## src/rtl/burstSeqPkg.sv

```systemverilog
package burstSeqPkg;

  // Command strobes sent from the control half to the datapath half
  typedef struct packed {
    logic load;   // capture a new start address, restart the count
    logic step;   // move to the next beat
  } seqCmd_t;

  typedef enum logic {
    ORDER_LINEAR     = 1'b0,
    ORDER_INTERLEAVE = 1'b1
  } beatOrder_e;

  localparam int BEAT_BITS = 2;

endpackage

```

## src/rtl/burstSeqCtl.sv

```systemverilog
module burstSeqCtl
  import burstSeqPkg::*;
(
  input  logic    procStrobe,
  input  logic    ctrlStrobe,
  input  logic    chipEn1,
  input  logic    advance,
  output seqCmd_t cmd
);

  logic procTaken;

  // The processor strobe counts only while chipEn1 is low. It has first
  // claim on the load, and the controller strobe covers the other cases.
  always_comb begin
    procTaken = procStrobe & ~chipEn1;
    cmd.load  = 1'b0;
    cmd.step  = 1'b0;
    if (procTaken) begin
      cmd.load = 1'b1;
    end else if (ctrlStrobe) begin
      cmd.load = 1'b1;
    end else if (advance) begin
      cmd.step = 1'b1;
    end
  end

endmodule

```

## src/rtl/burstOrderMap.sv

```systemverilog
module burstOrderMap
  import burstSeqPkg::*;
#(
  parameter int CW = BEAT_BITS
) (
  input  logic          interleaveMode,
  input  logic [CW-1:0] startLow,
  input  logic [CW-1:0] beatCnt,
  output logic [CW-1:0] lowOut
);

  logic [CW-1:0] linLow;
  logic [CW-1:0] xorLow;

  assign linLow = startLow + beatCnt;

  genvar b;
  generate
    for (b = 0; b < CW; b++) begin : g_xorBit
      assign xorLow[b] = startLow[b] ^ beatCnt[b];
    end
  endgenerate

  always_comb begin
    unique case (beatOrder_e'(interleaveMode))
      ORDER_INTERLEAVE: lowOut = xorLow;
      default:          lowOut = linLow;
    endcase
  end

endmodule

```

## src/rtl/burstSeqDatapath.sv

```systemverilog
module burstSeqDatapath
  import burstSeqPkg::*;
#(
  parameter int ADDR_W = 19
) (
  input  logic              clk,
  input  logic              rstN,
  input  seqCmd_t           cmd,
  input  logic              interleaveMode,
  input  logic [ADDR_W-1:0] addrIn,
  output logic [ADDR_W-1:0] addrOut
);

  localparam int CW = BEAT_BITS;
  localparam int UW = ADDR_W - CW;

  logic [UW-1:0] upperReg;
  logic [CW-1:0] startReg;
  logic [CW-1:0] beatCnt;
  logic [CW-1:0] lowOut;

  always_ff @(posedge clk or negedge rstN) begin
    if (!rstN) begin
      upperReg <= '0;
      startReg <= '0;
    end else if (cmd.load) begin
      upperReg <= addrIn[ADDR_W-1:CW];
      startReg <= addrIn[CW-1:0];
    end
  end

  always_ff @(posedge clk or negedge rstN) begin
    if (!rstN) begin
      beatCnt <= '0;
    end else if (cmd.load) begin
      beatCnt <= '0;
    end else if (cmd.step) begin
      beatCnt <= beatCnt + 1'b1;
    end
  end

  burstOrderMap #(.CW(CW)) u_map (
    .interleaveMode(interleaveMode),
    .startLow      (startReg),
    .beatCnt       (beatCnt),
    .lowOut        (lowOut)
  );

  assign addrOut = {upperReg, lowOut};

endmodule

```

## src/rtl/burstAddrSeq.sv

```systemverilog
module burstAddrSeq
  import burstSeqPkg::*;
#(
  parameter int ADDR_W = 19
) (
  input  logic              clk,
  input  logic              rstN,
  input  logic              procStrobe,
  input  logic              ctrlStrobe,
  input  logic              chipEn1,
  input  logic              advance,
  input  logic              interleaveMode,
  input  logic [ADDR_W-1:0] addrIn,
  output logic [ADDR_W-1:0] addrOut
);

  seqCmd_t cmd;

  burstSeqCtl u_ctl (
    .procStrobe(procStrobe),
    .ctrlStrobe(ctrlStrobe),
    .chipEn1   (chipEn1),
    .advance   (advance),
    .cmd       (cmd)
  );

  burstSeqDatapath #(.ADDR_W(ADDR_W)) u_dp (
    .clk           (clk),
    .rstN          (rstN),
    .cmd           (cmd),
    .interleaveMode(interleaveMode),
    .addrIn        (addrIn),
    .addrOut       (addrOut)
  );

endmodule

```

## config.mk

```make
export PLATFORM = sky130hd
export DESIGN_NAME = burstAddrSeq
export DESIGN_NICKNAME = d
export VERILOG_FILES = /design/src/rtl/burstSeqPkg.sv /design/src/rtl/burstSeqCtl.sv /design/src/rtl/burstOrderMap.sv /design/src/rtl/burstSeqDatapath.sv /design/src/rtl/burstAddrSeq.sv
export SDC_FILE = /design/constraint.sdc
export NUM_CORES = 1
export LEC_CHECK = 0
export ABC_AREA = 1
export BUFFER_PORTS_ARGS = -buffer_cell sky130_fd_sc_hd__buf_4
export CAP_MARGIN = 30
export CORE_MARGIN = 3
export CORE_UTILIZATION = 47
export DETAILED_ROUTE_END_ITERATION = 12
export GPL_ROUTABILITY_DRIVEN = 0
export PLACE_DENSITY = 0.82
export SKIP_LAST_GASP = 1
export SLEW_MARGIN = 20
export SYNTH_ARGS = -nofsm -noshare
export SYNTH_HDL_FRONTEND = slang
export SYNTH_HIERARCHICAL = 1
export SYNTH_SLANG_ARGS = --single-unit
```

## constraint.sdc

```tcl
create_clock -name clk -period 2.5 [get_ports clk]
set_clock_uncertainty 0.15 [all_clocks]
set_input_delay 0.125 -clock clk [delete_from_list [all_inputs] [get_ports clk]]
set_output_delay 0.125 -clock clk [all_outputs]
set_load 0.05 [all_outputs]
```

==> run_results.csv, run 1 <==
group,metric,value,unit
status,status,"finished clean",
finish,drive_above_1_share,0.277,
synthesis,synth_compound_area_frac,0.0109,
sta,slew_viol_final,0,
synthesis,synth_xor_area_frac,0,
global_routing,grt.overflow.total,0,
sta,slew_headroom,0.606,
global_routing,antenna_found_initial,0,
clock_network,cts_tree,"built",
power,p_per_area,572,mW/mm²
power,power_frac_clock,0.197,
clock_network,cts_setup_buffers,0,
sta,rsz0062_at_grt,"no",
floorplanning,die_h,50.2,µm
placement,port_buffers,44,
sta,fmax,577,MHz
run,drv_cap,0,
power,power.total,838,µW
finish,fin_util,0.821,
setup_path,cp_common_cell,"inv_1",
hold_path,worstHoldPathType,"input pin to register",
clock_network,numCtsBuffers,3,
synthesis,synthAdderAreaFrac,0.0136,
clock_network,cts_root_buffer,"clkbuf_4",
setup_path,path_cells,"ha_1 -> inv_1 -> nor2_1 -> nand3_1 -> nand2_1 -> inv_1 -> buf_4",
setup_path,critPathKind,"register to output port",
synthesis,synth_top_family_by_area,"simple AND/OR/NAND/NOR gates",
finish,multiInputGateArea,312,µm²
finish,diodes,0,
synthesis,synth-simple-area-share,0.315,
global_routing,grt_max_degree,22,
setup_path,worstPathMaxFanout,5,
global_routing,grt_pass1_wl,4.18,mm
sta,post-route-min-period,1.73,ns
clock_network,path_clk_slew,0.12,ns
floorplanning,initial_core_util,0.514,
global_routing,grt.total_usage,0.222,
setup_path,start_kind,"register",
power,ir_drop,0.500,mV
floorplanning,rows,15,
clock_network,clkSinkCount,21,
synthesis,synth_area,917,µm²
power,p_sw_frac,0.363,
setup_path,cp_num_buf_inv,3,
sta,setup_violations,0,
sta,post-route-period-util,0.694,
detailed_routing,wire_per_inst,12.1,µm
setup_path,endpoint_kind,"output port",
synthesis,yosysWarningCount,6,
floorplanning,core_area,0.00178,mm²
synthesis,synthesis.nets,139,
floorplanning,io-pin-count,45,
detailed_routing,route.detailed.drc,0,
finish,nets,205,
setup_path,arrival,1.46,ns
clock_network,clk_latency,0.30,ns
power,cellLeakagePower,0.000818,µW
clock_network,clockBufferDepth,2,
clock_network,htreeDepth,1,
placement,hpwl,1.55,mm
global_routing,grt_pass1_vias,952,
detailed_routing,viasPerCell,4.47,
sta,tightestPinTransition,0.591,ns
power,internal-power,534,µW
setup_path,crit_family,"flip-flops",
synthesis,netlist_instances,112,
finish,syn2layout_area_growth,59.6,%
detailed_routing,drt-total-wl,2.45,mm
sta,setup_tns,0,ns
synthesis,synth-seq-cells,21,
sta,whs,0.0671,ns
finish,seq_area,526,µm²
setup_path,cp.required,2.23,ns
synthesis,ys_seq_area_frac,0.573,
setup_path,slowest_stage,"dfrtp_1",
power,seq_power_share,0.465,
power,switching_power,304,µW
floorplanning,dieArea,0.00252,mm²
detailed_routing,first_pass_iters,4,
synthesis,syn_area_per_cell,8.19,µm²
detailed_routing,drt_first_iter_violations,16,
finish,n_fill_cell,104,
detailed_routing,num_vias,903,
floorplanning,die_w,50.2,µm
power,combPwrFrac,0.339,
sta,finalHoldViolations,0,
detailed_routing,drtAntennaViolNets,0,
setup_path,cpPeakStageDelay,0.45,ns
synthesis,muxShareOfSynthArea,0,
synthesis,synth_cell_types,12,
[metrics by stage]
stage                     worst slack [ns]  cells  cell area, µm²
after global placement                1.11    178            1240
after detailed placement              1.06    178            1240
after global routing                 0.647    202            1460
after floorplan                       1.14    112             917
after CTS                            0.753    202            1460
final                                0.766    202            1460
[worst reg2reg max path, delay by kind of cell, from the launching register on]
family / cells / cell delay, ns
and+or+nand+nor: 3 / 0.22
DFF: 1 / 0.45
[placed cells by master (no fill, tap or decap)]
| cell | n |
|---|---|
| ha_1 | 1 |
| nand2_1 | 67 |
| buf_4 | 45 |
| dfrtp_1 | 21 |
| dlygate4sd3_1 | 20 |
| inv_1 | 7 |
| o21ai_1 | 1 |
| clkinv_1 | 1 |
| clkbuf_4 | 3 |
| nand3_1 | 3 |
| a21oi_1 | 1 |
| clkinv_2 | 1 |
| nor2_1 | 6 |
[per-layer routing]
metal  part of all wire  track usage
met3              0.029       0.0297
met5                  0            0
met2               0.56        0.415
met1               0.38        0.236
met4              0.027        0.120
[sequential cells by signal, indices dropped and copies added (netlist names)]
| name | count |
|---|---|
| u_dp/beatCnt | 2 |
| u_dp/startReg | 2 |
| u_dp/upperReg | 17 |
[worst paths after layout]
kind	from	end	slack [ns]	cells past startpoint
min in group asynchronous	rstN	u_dp/beatCnt[1]	0.08	2
max	u_dp/beatCnt[0]	addrOut[1]	0.77	7
min reg2reg	u_dp/upperReg[14]	u_dp/upperReg[14]	0.34	2
max in group asynchronous	rstN	u_dp/upperReg[6]	1.91	2
min	advance	u_dp/beatCnt[0]	0.07	5
max reg2reg	u_dp/beatCnt[0]	u_dp/beatCnt[1]	1.59	3
[power by group through the flow]
stage          logic, µW  registers (µW)  clock network, µW
6_report             284             389                165
5_1_grt              303             393                182
4_1_cts              283             388                170
3_5_place_dp         258             395                  0
3_3_place_gp         253             395                  0
2_1_floorplan       73.1             487                  0
[cells by family (layout without fill, tap and decap cells)]
logic type / after synthesis / after routing
buffers and inverters: 12 / 77
AO/OA/AOI/OAI: 2 / 2
flip-flops: 21 / 21
adder cells (fa/ha/maj): 1 / 1
AND/OR/NAND/NOR: 76 / 76
[repair_timing]
item,in CTS,in global routing
hold buffers,20,0
resized for setup,0,0
endpoints found under the hold margin,40,0
[layout make-up]
type	count	area share
inverters	8	0.0205
clock inverters	1	0.00342
well taps	25	0.0214
repair buffers	65	0.368
multi-input cells	79	0.213
clock buffers	3	0.0154
flip-flops and latches	21	0.359
[synthesized netlist by cell type]
cell type,number,area (µm²)
nand2_1,67,251
dfrtp_1,21,526
inv_1,7,26.3
nor2_1,6,22.5
nand3_1,3,15.0
buf_6,2,22.5
a21oi_1,1,5.00
buf_12,1,20.0
buf_4,1,7.51
clkinv_1,1,3.75
ha_1,1,12.5
o21ai_1,1,5.00
Power figures use the tool's default switching activity.
==> inputs of run 2 (changes only) <==
--- a/config.mk
+++ b/config.mk
@@ -9,10 +9,10 @@
 export BUFFER_PORTS_ARGS = -buffer_cell sky130_fd_sc_hd__buf_4
 export CAP_MARGIN = 30
 export CORE_MARGIN = 3
-export CORE_UTILIZATION = 47
+export CORE_UTILIZATION = 40
 export DETAILED_ROUTE_END_ITERATION = 12
 export GPL_ROUTABILITY_DRIVEN = 0
-export PLACE_DENSITY = 0.82
+export PLACE_DENSITY = 0.74
 export SKIP_LAST_GASP = 1
 export SLEW_MARGIN = 20
 export SYNTH_ARGS = -nofsm -noshare
==> constraint.sdc (replaced) <==
create_clock -name clk -period 1.4 [get_ports clk]
set_clock_uncertainty 0.15 [all_clocks]
set_input_delay 0.07 -clock clk [delete_from_list [all_inputs] [get_ports clk]]
set_output_delay 0.07 -clock clk [all_outputs]
set_load 0.05 [all_outputs]
==> run 2 against run 1 <==
- the flow now finishes with violations (setup timing)
- utilization is 9.5 points lower
- highest routed layer unchanged
- critical endpoint unchanged
- non-clock buffer count is 1 higher
- design area is 2.3% higher
- sequential cell count stayed put
- wire length is 4.1% lower
- via count stayed put
- total power is 79% higher
- critical path type unchanged
- die area is 15% higher
==> run_results.csv, run 2 (synthesis gave the netlist of run 1 again) <==
group,metric,value,unit
detailed_routing,drt_first_iter_violations,17,
power,seq_power_share,0.464,
sta,post-route-period-util,1.10,
global_routing,grt.overflow.total,0,
sta,setup_tns,-0.134,ns
sta,slew_headroom,0.608,
finish,nets,206,
floorplanning,rows,16,
sta,fmax,652,MHz
setup_path,endpoint_kind,"output port",
clock_network,clk_latency,0.30,ns
finish,diodes,0,
floorplanning,die_h,53.9,µm
floorplanning,core_area,0.00206,mm²
floorplanning,initial_core_util,0.445,
finish,layout_commonest_cell,"nand2_1",
global_routing,grt_max_degree,22,
setup_path,cp.required,1.18,ns
status,status,"complete, but fails checks",
clock_network,path_clk_slew,0.12,ns
setup_path,critPathKind,"register to output port",
detailed_routing,wire_per_inst,11.5,µm
power,cellLeakagePower,0.000826,µW
power,switching_power,532,µW
setup_path,worstPathMaxFanout,2,
floorplanning,dieArea,0.00290,mm²
finish,largest_register_ffs,17,
hold_path,worstHoldPathType,"input pin to register",
floorplanning,io-pin-count,45,
global_routing,grt.total_usage,0.184,
sta,rsz0062_at_grt,"yes",
finish,layout_common_cells,"67 x nand2_1, 44 x buf_4, 21 x dfrtp_1, 20 x dlygate4sd3_1, 7 x inv_1",
global_routing,grt_pass1_vias,915,
clock_network,cts_root_buffer,"clkbuf_4",
finish,top_register,"u_dp/upperReg",
placement,hpwl,1.52,mm
sta,postLayoutSetupSlackWorst,-0.134,ns
sta,tightestPinTransition,0.587,ns
detailed_routing,drt-total-wl,2.35,mm
setup_path,arrival,1.31,ns
clock_network,htreeDepth,1,
finish,drive_above_1_share,0.287,
setup_path,r2r_start,"u_dp/beatCnt[0]",
sta,finalHoldViolations,0,
detailed_routing,drtAntennaViolNets,0,
run,drv_cap,0,
clock_network,clkSinkCount,21,
finish,largestRegisters,"u_dp/upperReg (17), u_dp/beatCnt (2), u_dp/startReg (2)",
global_routing,antenna_found_initial,0,
placement,port_buffers,44,
finish,syn2layout_area_growth,63.3,%
power,internal-power,967,µW
detailed_routing,num_vias,903,
clock_network,clockBufferDepth,2,
detailed_routing,route.detailed.drc,0,
finish,fin_util,0.726,
clock_network,cts_tree,"built",
power,p_per_area,1000,mW/mm²
finish,n_fill_cell,166,
power,ir_drop,0.650,mV
status,violations,"setup timing",
power,power_frac_clock,0.188,
detailed_routing,first_pass_iters,4,
placement,dp_slack,0.106,ns
sta,post-route-min-period,1.53,ns
sta,whs,0.00479,ns
setup_path,crit_start,"u_dp/beatCnt[0]",
hold_path,min_from,"advance",
global_routing,grt_pass1_wl,3.80,mm
clock_network,numCtsBuffers,3,
detailed_routing,viasPerCell,4.40,
power,combPwrFrac,0.347,
power,p_sw_frac,0.355,
floorplanning,die_w,53.9,µm
sta,slew_viol_final,0,
setup_path,start_kind,"register",
sta,setup_violations,1,
## run 2: cell types whose count changed in the layout (fill, tap and decap cells not counted)
cell   delta
buf_8     +1
buf_4     -1
ha_1      -1
buf_6     +1
ha_4      +1
## run 2: timing repair
item / in CTS / in global routing
hold endpoints to repair: 40 / 0
hold buffers: 20 / 0
resized for setup: 5 / 0
setup endpoints to repair: 2 / 2
setup buffers: 1 / 0
## run 2: through the flow
step	std cells	cell area (µm²)	total power (µW)
global placement	180	1240	1160
finish	205	1500	1500
global route	205	1500	1590
CTS	205	1500	1510
detailed placement	180	1240	1170
floorplan	112	917	1000
## run 2: power groups by stage
stage / Clock (µW) / Sequential (µW) / Combinational, µW
6_report: 283 / 696 / 521
5_1_grt: 326 / 703 / 556
4_1_cts: 294 / 696 / 522
3_5_place_dp: 0 / 705 / 461
3_3_place_gp: 0 / 703 / 452
2_1_floorplan: 0 / 870 / 130
## run 2: layout make-up
| type | count | area [µm²] | area share |
|---|---|---|---|
| well taps | 27 | 33.8 | 0.0226 |
| flip-flops and latches | 21 | 526 | 0.351 |
| repair buffers | 66 | 557 | 0.372 |
| multi-input cells | 79 | 324 | 0.216 |
| inverters | 8 | 30.0 | 0.0201 |
| clock inverters | 1 | 5.00 | 0.00334 |
| clock buffers | 3 | 22.5 | 0.0150 |
## run 2: layer usage
| layer | track usage | up-vias | routed length (µm) |
|---|---|---|---|
| met3 | 0.0388 | 2 | 124 |
| li1 | - | 463 | - |
| met2 | 0.349 | 29 | 1300 |
| met5 | 0 | - | 0 |
| met4 | 0.0681 | 0 | 8 |
| met1 | 0.196 | 409 | 913 |
## run 2: final timing paths
path / to / slack [ns] / cells after the start
max in group asynchronous: u_dp/upperReg[14] / 0.87 / 2
max: addrOut[1] / -0.13 / 7
min in group asynchronous: u_dp/beatCnt[0] / 0.02 / 2
min: u_dp/beatCnt[0] / 0.005 / 5
max reg2reg: u_dp/beatCnt[1] / 0.39 / 3
min reg2reg: u_dp/upperReg[15] / 0.33 / 2
## run 2: critical path, cell delays in order, from the launching register on
cell and delay [ns]:
dfrtp_1 0.41, ha_4 0.15, inv_1 0.03, nor2_1 0.08
nand3_1 0.09, nand2_1 0.07, inv_1 0.04, buf_6 0.14
